**src/rtl/ccd_tg_pkg.sv**
```systemverilog
package ccd_tg_pkg;
  typedef enum logic [1:0] {
    PH_INTEG = 2'd0,
    PH_XFER  = 2'd1,
    PH_READ  = 2'd2
  } phase_t;

  typedef enum logic [1:0] {
    LS_SAG   = 2'd0,
    LS_GUARD = 2'd1,
    LS_PIX   = 2'd2
  } lseg_t;
endpackage

```
**src/rtl/ccd_rst_sync.sv**
```systemverilog
module ccd_rst_sync #(
  parameter int STAGES = 2
) (
  input  logic clk,
  input  logic rst_n_in,
  output logic rst_n_out
);
  logic [STAGES-1:0] sync_q;

  always_ff @(posedge clk or negedge rst_n_in) begin
    if (!rst_n_in) sync_q <= '0;
    else           sync_q <= {sync_q[STAGES-2:0], 1'b1};
  end

  assign rst_n_out = sync_q[STAGES-1];
endmodule

```
**src/rtl/ccd_line_timer.sv**
```systemverilog
module ccd_line_timer
  import ccd_tg_pkg::*;
#(
  parameter int TOT_COLS = 680,
  parameter int GUARD    = 8
) (
  input  logic                        clk,
  input  logic                        rst_n,
  input  logic                        run,
  output lseg_t                       seg_o,
  output logic [$clog2(TOT_COLS)-1:0] col_o,
  output logic                        half_o,
  output logic                        line_end_o
);
  localparam int COL_W = $clog2(TOT_COLS);
  localparam int GD_W  = $clog2(GUARD + 1);
  localparam logic [COL_W-1:0] COL_LAST = COL_W'(TOT_COLS - 1);
  localparam logic [GD_W-1:0]  GD_LAST  = GD_W'(GUARD - 1);

  lseg_t            seg_q, seg_n;
  logic [COL_W-1:0] col_q, col_n;
  logic [GD_W-1:0]  gcnt_q, gcnt_n;
  logic             half_q, half_n;
  logic             step_en;

  // registers hold while idle at the start of a line
  assign step_en = run || (seg_q != LS_SAG) || (gcnt_q != '0) ||
                   (col_q != '0) || half_q;

  always_comb begin
    seg_n  = seg_q;
    col_n  = col_q;
    gcnt_n = gcnt_q;
    half_n = half_q;
    if (!run) begin
      seg_n  = LS_SAG;
      col_n  = '0;
      gcnt_n = '0;
      half_n = 1'b0;
    end else begin
      unique case (seg_q)
        LS_SAG: begin
          seg_n  = LS_GUARD;
          gcnt_n = '0;
        end
        LS_GUARD: begin
          if (gcnt_q == GD_LAST) begin
            seg_n  = LS_PIX;
            gcnt_n = '0;
          end else begin
            gcnt_n = gcnt_q + 1'b1;
          end
        end
        LS_PIX: begin
          half_n = ~half_q;
          if (half_q) begin
            if (col_q == COL_LAST) begin
              seg_n = LS_SAG;
              col_n = '0;
            end else begin
              col_n = col_q + 1'b1;
            end
          end
        end
        default: seg_n = LS_SAG;
      endcase
    end
  end

  always_ff @(posedge clk or negedge rst_n) begin
    if (!rst_n) begin
      seg_q  <= LS_SAG;
      col_q  <= '0;
      gcnt_q <= '0;
      half_q <= 1'b0;
    end else if (step_en) begin
      seg_q  <= seg_n;
      col_q  <= col_n;
      gcnt_q <= gcnt_n;
      half_q <= half_n;
    end
  end

  assign seg_o      = seg_q;
  assign col_o      = col_q;
  assign half_o     = half_q;
  assign line_end_o = run && (seg_q == LS_PIX) && half_q && (col_q == COL_LAST);
endmodule

```
**src/rtl/ccd_frame_seq.sv**
```systemverilog
module ccd_frame_seq
  import ccd_tg_pkg::*;
#(
  parameter int TOT_ROWS = 500,
  parameter int INT_W    = 16
) (
  input  logic                        clk,
  input  logic                        rst_n,
  input  logic [INT_W-1:0]            int_lines,
  input  logic                        line_end,
  output phase_t                      phase_o,
  output logic [$clog2(TOT_ROWS)-1:0] row_o,
  output logic                        xfer_hi_o,
  output logic                        run_o
);
  localparam int ROW_W = $clog2(TOT_ROWS);
  localparam logic [ROW_W-1:0] ROW_LAST = ROW_W'(TOT_ROWS - 1);

  phase_t           phase_q, phase_n;
  logic [ROW_W-1:0] row_q, row_n;
  logic [ROW_W-1:0] xcnt_q, xcnt_n;
  logic             xhalf_q, xhalf_n;
  logic [INT_W-1:0] icnt_q, icnt_n;
  logic [INT_W-1:0] int_lim;

  assign int_lim = (int_lines == '0) ? INT_W'(1) : int_lines;

  always_comb begin
    phase_n = phase_q;
    row_n   = row_q;
    xcnt_n  = xcnt_q;
    xhalf_n = xhalf_q;
    icnt_n  = icnt_q;
    unique case (phase_q)
      PH_INTEG: begin
        if (line_end) begin
          if (icnt_q >= int_lim - INT_W'(1)) begin
            phase_n = PH_XFER;
            icnt_n  = '0;
            xcnt_n  = '0;
            xhalf_n = 1'b0;
          end else begin
            icnt_n = icnt_q + 1'b1;
          end
        end
      end
      PH_XFER: begin
        xhalf_n = ~xhalf_q;
        if (xhalf_q) begin
          if (xcnt_q == ROW_LAST) begin
            phase_n = PH_READ;
            row_n   = '0;
            xcnt_n  = '0;
          end else begin
            xcnt_n = xcnt_q + 1'b1;
          end
        end
      end
      PH_READ: begin
        if (line_end) begin
          if (row_q == ROW_LAST) begin
            phase_n = PH_INTEG;
            row_n   = '0;
            icnt_n  = '0;
          end else begin
            row_n = row_q + 1'b1;
          end
        end
      end
      default: phase_n = PH_INTEG;
    endcase
  end

  always_ff @(posedge clk or negedge rst_n) begin
    if (!rst_n) begin
      phase_q <= PH_INTEG;
      row_q   <= '0;
      xcnt_q  <= '0;
      xhalf_q <= 1'b0;
      icnt_q  <= '0;
    end else begin
      phase_q <= phase_n;
      row_q   <= row_n;
      xcnt_q  <= xcnt_n;
      xhalf_q <= xhalf_n;
      icnt_q  <= icnt_n;
    end
  end

  assign phase_o   = phase_q;
  assign row_o     = row_q;
  assign xfer_hi_o = (phase_q == PH_XFER) && !xhalf_q;
  assign run_o     = (phase_q != PH_XFER);
endmodule

```
**src/rtl/ccd_frame_timing.sv**
```systemverilog
module ccd_frame_timing
  import ccd_tg_pkg::*;
#(
  parameter int ACT_COLS = 658,
  parameter int TOT_COLS = 680,
  parameter int ACT_ROWS = 469,
  parameter int TOT_ROWS = 500,
  parameter int GUARD    = 8,
  parameter int INT_W    = 16
) (
  input  logic             clk,
  input  logic             rst_n,
  input  logic [INT_W-1:0] int_lines,
  output logic             img_gate,
  output logic             store_gate,
  output logic             ser_gate,
  output logic             rst_gate,
  output logic             line_valid,
  output logic             frame_valid,
  output logic             pix_strobe
);
  localparam int COL_W = $clog2(TOT_COLS);
  localparam int ROW_W = $clog2(TOT_ROWS);
  localparam logic [COL_W-1:0] ACT_COL_L = COL_W'(ACT_COLS);
  localparam logic [ROW_W-1:0] ACT_ROW_L = ROW_W'(ACT_ROWS);

  logic             rst_sync_n;
  logic             run, line_end, xfer_hi, half;
  lseg_t            seg;
  phase_t           phase;
  logic [COL_W-1:0] col;
  logic [ROW_W-1:0] row;

  ccd_rst_sync #(.STAGES(2)) u_rst_sync (
    .clk       (clk),
    .rst_n_in  (rst_n),
    .rst_n_out (rst_sync_n)
  );

  ccd_line_timer #(.TOT_COLS(TOT_COLS), .GUARD(GUARD)) u_line (
    .clk        (clk),
    .rst_n      (rst_sync_n),
    .run        (run),
    .seg_o      (seg),
    .col_o      (col),
    .half_o     (half),
    .line_end_o (line_end)
  );

  ccd_frame_seq #(.TOT_ROWS(TOT_ROWS), .INT_W(INT_W)) u_seq (
    .clk       (clk),
    .rst_n     (rst_sync_n),
    .int_lines (int_lines),
    .line_end  (line_end),
    .phase_o   (phase),
    .row_o     (row),
    .xfer_hi_o (xfer_hi),
    .run_o     (run)
  );

  logic in_read, in_pix, act_row, act_col;
  logic [6:0] out_n, out_q;

  always_comb begin
    in_read  = (phase == PH_READ);
    in_pix   = in_read && (seg == LS_PIX);
    act_row  = (row < ACT_ROW_L);
    act_col  = (col < ACT_COL_L);
    out_n[0] = xfer_hi;
    out_n[1] = xfer_hi || (in_read && (seg == LS_SAG));
    out_n[2] = in_pix && !half;
    out_n[3] = in_pix && !half;
    out_n[4] = in_pix && act_row && act_col;
    out_n[5] = in_read && act_row;
    out_n[6] = in_pix && half;
  end

  always_ff @(posedge clk or negedge rst_sync_n) begin
    if (!rst_sync_n) out_q <= '0;
    else             out_q <= out_n;
  end

  assign img_gate    = out_q[0];
  assign store_gate  = out_q[1];
  assign ser_gate    = out_q[2];
  assign rst_gate    = out_q[3];
  assign line_valid  = out_q[4];
  assign frame_valid = out_q[5];
  assign pix_strobe  = out_q[6];
endmodule

```
**config.mk**
```make
export PLATFORM = sky130hd
export DESIGN_NAME = ccd_frame_timing
export DESIGN_NICKNAME = d
export VERILOG_FILES = /design/src/rtl/ccd_tg_pkg.sv /design/src/rtl/ccd_rst_sync.sv /design/src/rtl/ccd_line_timer.sv /design/src/rtl/ccd_frame_seq.sv /design/src/rtl/ccd_frame_timing.sv
export SDC_FILE = /design/constraint.sdc
export NUM_CORES = 1
export LEC_CHECK = 0
export ABC_AREA = 1
export BUFFER_PORTS_ARGS = -buffer_cell sky130_fd_sc_hd__buf_2
export CAP_MARGIN = 10
export CORE_MARGIN = 5
export CORE_UTILIZATION = 44
export DETAILED_ROUTE_END_ITERATION = 8
export PLACE_DENSITY = 0.68
export SETUP_SLACK_MARGIN = 0.4
export SKIP_LAST_GASP = 1
export SLEW_MARGIN = 20
export SYNTH_ARGS = -nofsm -noshare
export SYNTH_HDL_FRONTEND = slang
export SYNTH_SLANG_ARGS = --single-unit
```
**constraint.sdc**
```tcl
create_clock -name clk -period 2.7 [get_ports clk]
set_input_delay 0.405 -clock clk [delete_from_list [all_inputs] [get_ports clk]]
set_output_delay 0.405 -clock clk [all_outputs]
set_load 0.01 [all_outputs]
```
==> flow_summary.toml <==
[run_status]
status = "finished, final reports clean"

[cts]
htree_num_levels = 3
cts_buffers = 9
clk_latency_ps = 350
cts_root_buffer = "clkbuf_8"
cts_buffer_depth = 2
tritoncts = "built"
clkTransAtPathRegs_ps = 80
cts.sinks = 62

[sta]
relSlewSlack_pct = 50.5
slew_viol_final = 0
clock_skew_ps = 20.3
rsz0062_at_grt = "yes"
finalSetupTns_ps = 0
max_slew.worst_pin.slew_ps = 740
period_needed_ps = 2500
period_share_pct = 92.6
fmax_ghz = 0.400
hold_viol = 0
setup_viol = 0

[yosys]
synth_xor_area_share_pct = 3.98
synthSimpleGateAreaFrac_pct = 38.6
synth_compound_area_share_pct = 7.94
avgSynthCellArea_sq_um = 6.99
async_flop_share_pct = 100
ys_types = 43
synth_ff_type = "dfrtp_1"
synth-edff-count = 0
netlist_instances = 661
ys_warn_count = 0
yosys.area_share.adder_pct = 6.50
ys_ff_latch = 62
ys_seq_area_share_pct = 33.6
syn_area_sq_um = 4620
synth_mux_area_share_pct = 0
synth_top_family_by_area = "simple AND/OR/NAND/NOR gates"
synth_nets = 703

[global_routing]
grt_pass1_vias = 4271
grt_usage_pct = 18.6
grt_max_degree = 29
grt-ovfl-total = 0
antenna_found_initial = 0
grt_pass1_wl_mm = 19.6

[routing]
first_pass_iters = 5
wl_mm = 11.4
vias = 4465
via_per_inst = 5.16
ant_nets = 0
wire_per_inst_um = 13.1
drtIter0Drc = 240
drc = 0

[setup_path]
reg2reg_depth = 8
cp_max_fo = 7
required_ps = 2980
criticalPathCategory = "in2reg"
critPathCaptureType = "flip-flop"
crit_path_start_kind = "primary input"
cp.arrival_ps = 2780

[min_path]
holdCritPathClass = "reg2async"

[power_and_ir_drop]
power_density_nw_per_um2 = 348
fin_total_pwr_mw = 1.96
vdd_drop_max_v = 0.000373
p_leak_nw = 2.89

[place]
dp.cells = 837
dpl.hpwl_mm = 8.39
placed_area_sq_um = 5140
gp_congestion = 0.882
portBuffers = 24

[layout]
postLayoutCellArea_sq_um = 5630
drive_gt1_share_pct = 22.4
syn2layout_area_growth_pct = 21.9
final_cells = 865
nets = 766
insertedDiodeCount = 0

[floorplan]
die_w_um = 112
die_area_sq_um = 12600
chipHeight_um = 112
rows = 37
core_area_sq_um = 10300
initial_core_util_pct = 44.9
io_pins = 25

[flow_run]
cap_violations = 0
[cell usage in the layout, fill, tap and decap left out, types with 11 or more instances in the layout]
cell type / n
a21oi_1: 11
buf_2: 18
buf_4: 34
dfrtp_1: 61
ha_1: 21
inv_1: 88
nand2_1: 170
nand2_2: 18
nand3_1: 44
nand4_1: 30
nor2_1: 61
nor2_2: 12
nor3_1: 16
o21ai_0: 20
o21ai_2: 11
xor2_1: 16
[cells in the mapped netlist, drive strengths merged (3+ instances only)]
master	count	area share (%)
xor2	16	3.0
nand3b	7	1.2
buf	9	1.5
or2	3	0.41
nor3	21	2.7
ha	24	6.5
inv	92	7.5
nand4	31	4.3
clkbuf	3	0.24
nand3	49	6.1
xnor2	5	0.95
o211ai	3	0.60
a21oi	14	1.5
dfrtp	62	34
o21ai	39	5.1
nor2	80	7.0
nand2	194	16
[metrics by stage]
stage	util (%)	setup slack (ps)	hold WS [ps]
6_report	54.8	201	190
3_3_place_gp	50.0	-165	183
5_1_grt	54.8	34.6	229
4_1_cts	53.2	242	203
2_1_floorplan	-	104	109
3_5_place_dp	50.0	-173	193
[worst paths after layout]
kind,slack [ps],startpoint,end
worst min register to register,190,u_rst_sync.sync_q[1],u_seq.xcnt_q[7]
min in group clk,370,u_rst_sync.sync_q[0],u_rst_sync.sync_q[1]
worst min-delay path,190,u_rst_sync.sync_q[1],u_seq.xcnt_q[7]
max in group asynchronous,1800,u_rst_sync.sync_q[1],out_q[1]
worst max-delay path,200,int_lines[5],u_seq.icnt_q[7]
worst max register to register,630,u_seq.phase_o[0],u_seq.xcnt_q[1]
[power breakdown]
part	total, mW	switching (mW)	internal, mW	leakage [nW]
clock	0.836	0.407	0.429	0.0996
sequential	0.935	0.00515	0.930	0.743
combinational	0.188	0.100	0.0875	2.05
[sequential cells by signal, indices dropped and copies added, names as in the netlist, 2 cells and up]
register	cells
u_line.col_o	10
u_seq.row_o	9
u_line.seg_o	2
u_seq.xcnt_q	9
u_seq.phase_o	2
u_seq.icnt_q	16
out_q	6
u_line.gcnt_q	4
u_rst_sync.sync_q	2
[layout make-up]
type,count,area (sq um)
fillers,980,4650
multi-input cells,497,2900
flip-flops and latches,62,1550
repair buffers,62,460
inverters,92,345
well taps,136,170
clock buffers,9,124
clock inverters,7,73.8
[layer usage]
| layer | GRT usage [%] | vias up | part of all wire [%] |
|---|---|---|---|
| met5 | 0 | - | 0 |
| met3 | 4.37 | 16 | 4.0 |
| met2 | 30.4 | 113 | 47 |
| li1 | - | 2271 | - |
| met4 | 5.61 | 0 | 1.4 |
| met1 | 24.5 | 2065 | 48 |
[worst max-delay path: stages]
cell	delay, ps
buf_8	100
nor2_4	120
nand2_4	60
nor2_2	90
nand4_1	70
nand2_1	110
inv_2	60
ha_4	170
nand2_4	100
nor2_4	40
nand2_2	60
xnor2_2	100
inv_1	50
ha_1	260
nand2_1	70
inv_2	40
nand2_2	60
a21oi_2	60
nor2_4	250
nand2_4	160
o21ai_2	170
inv_2	70
nor2_1	90
[cells by family after synthesis]
logic type,after synthesis
DFF,62
buffers and inverters,104
adders and majority gates,24
xor gates and xnor gates,21
and+or+nand+nor,389
AOI/OAI and AO/OA,60
other,1
[timing repair]
action,CTS,global route
hold endpoints to repair,2,0
resized for setup,19,34
gates cloned,2,0
setup endpoints to repair,27,27
pin swaps,10,21
hold buffers,1,0
setup buffers,4,5
Note: power is estimated with default switching activity, not from simulation.
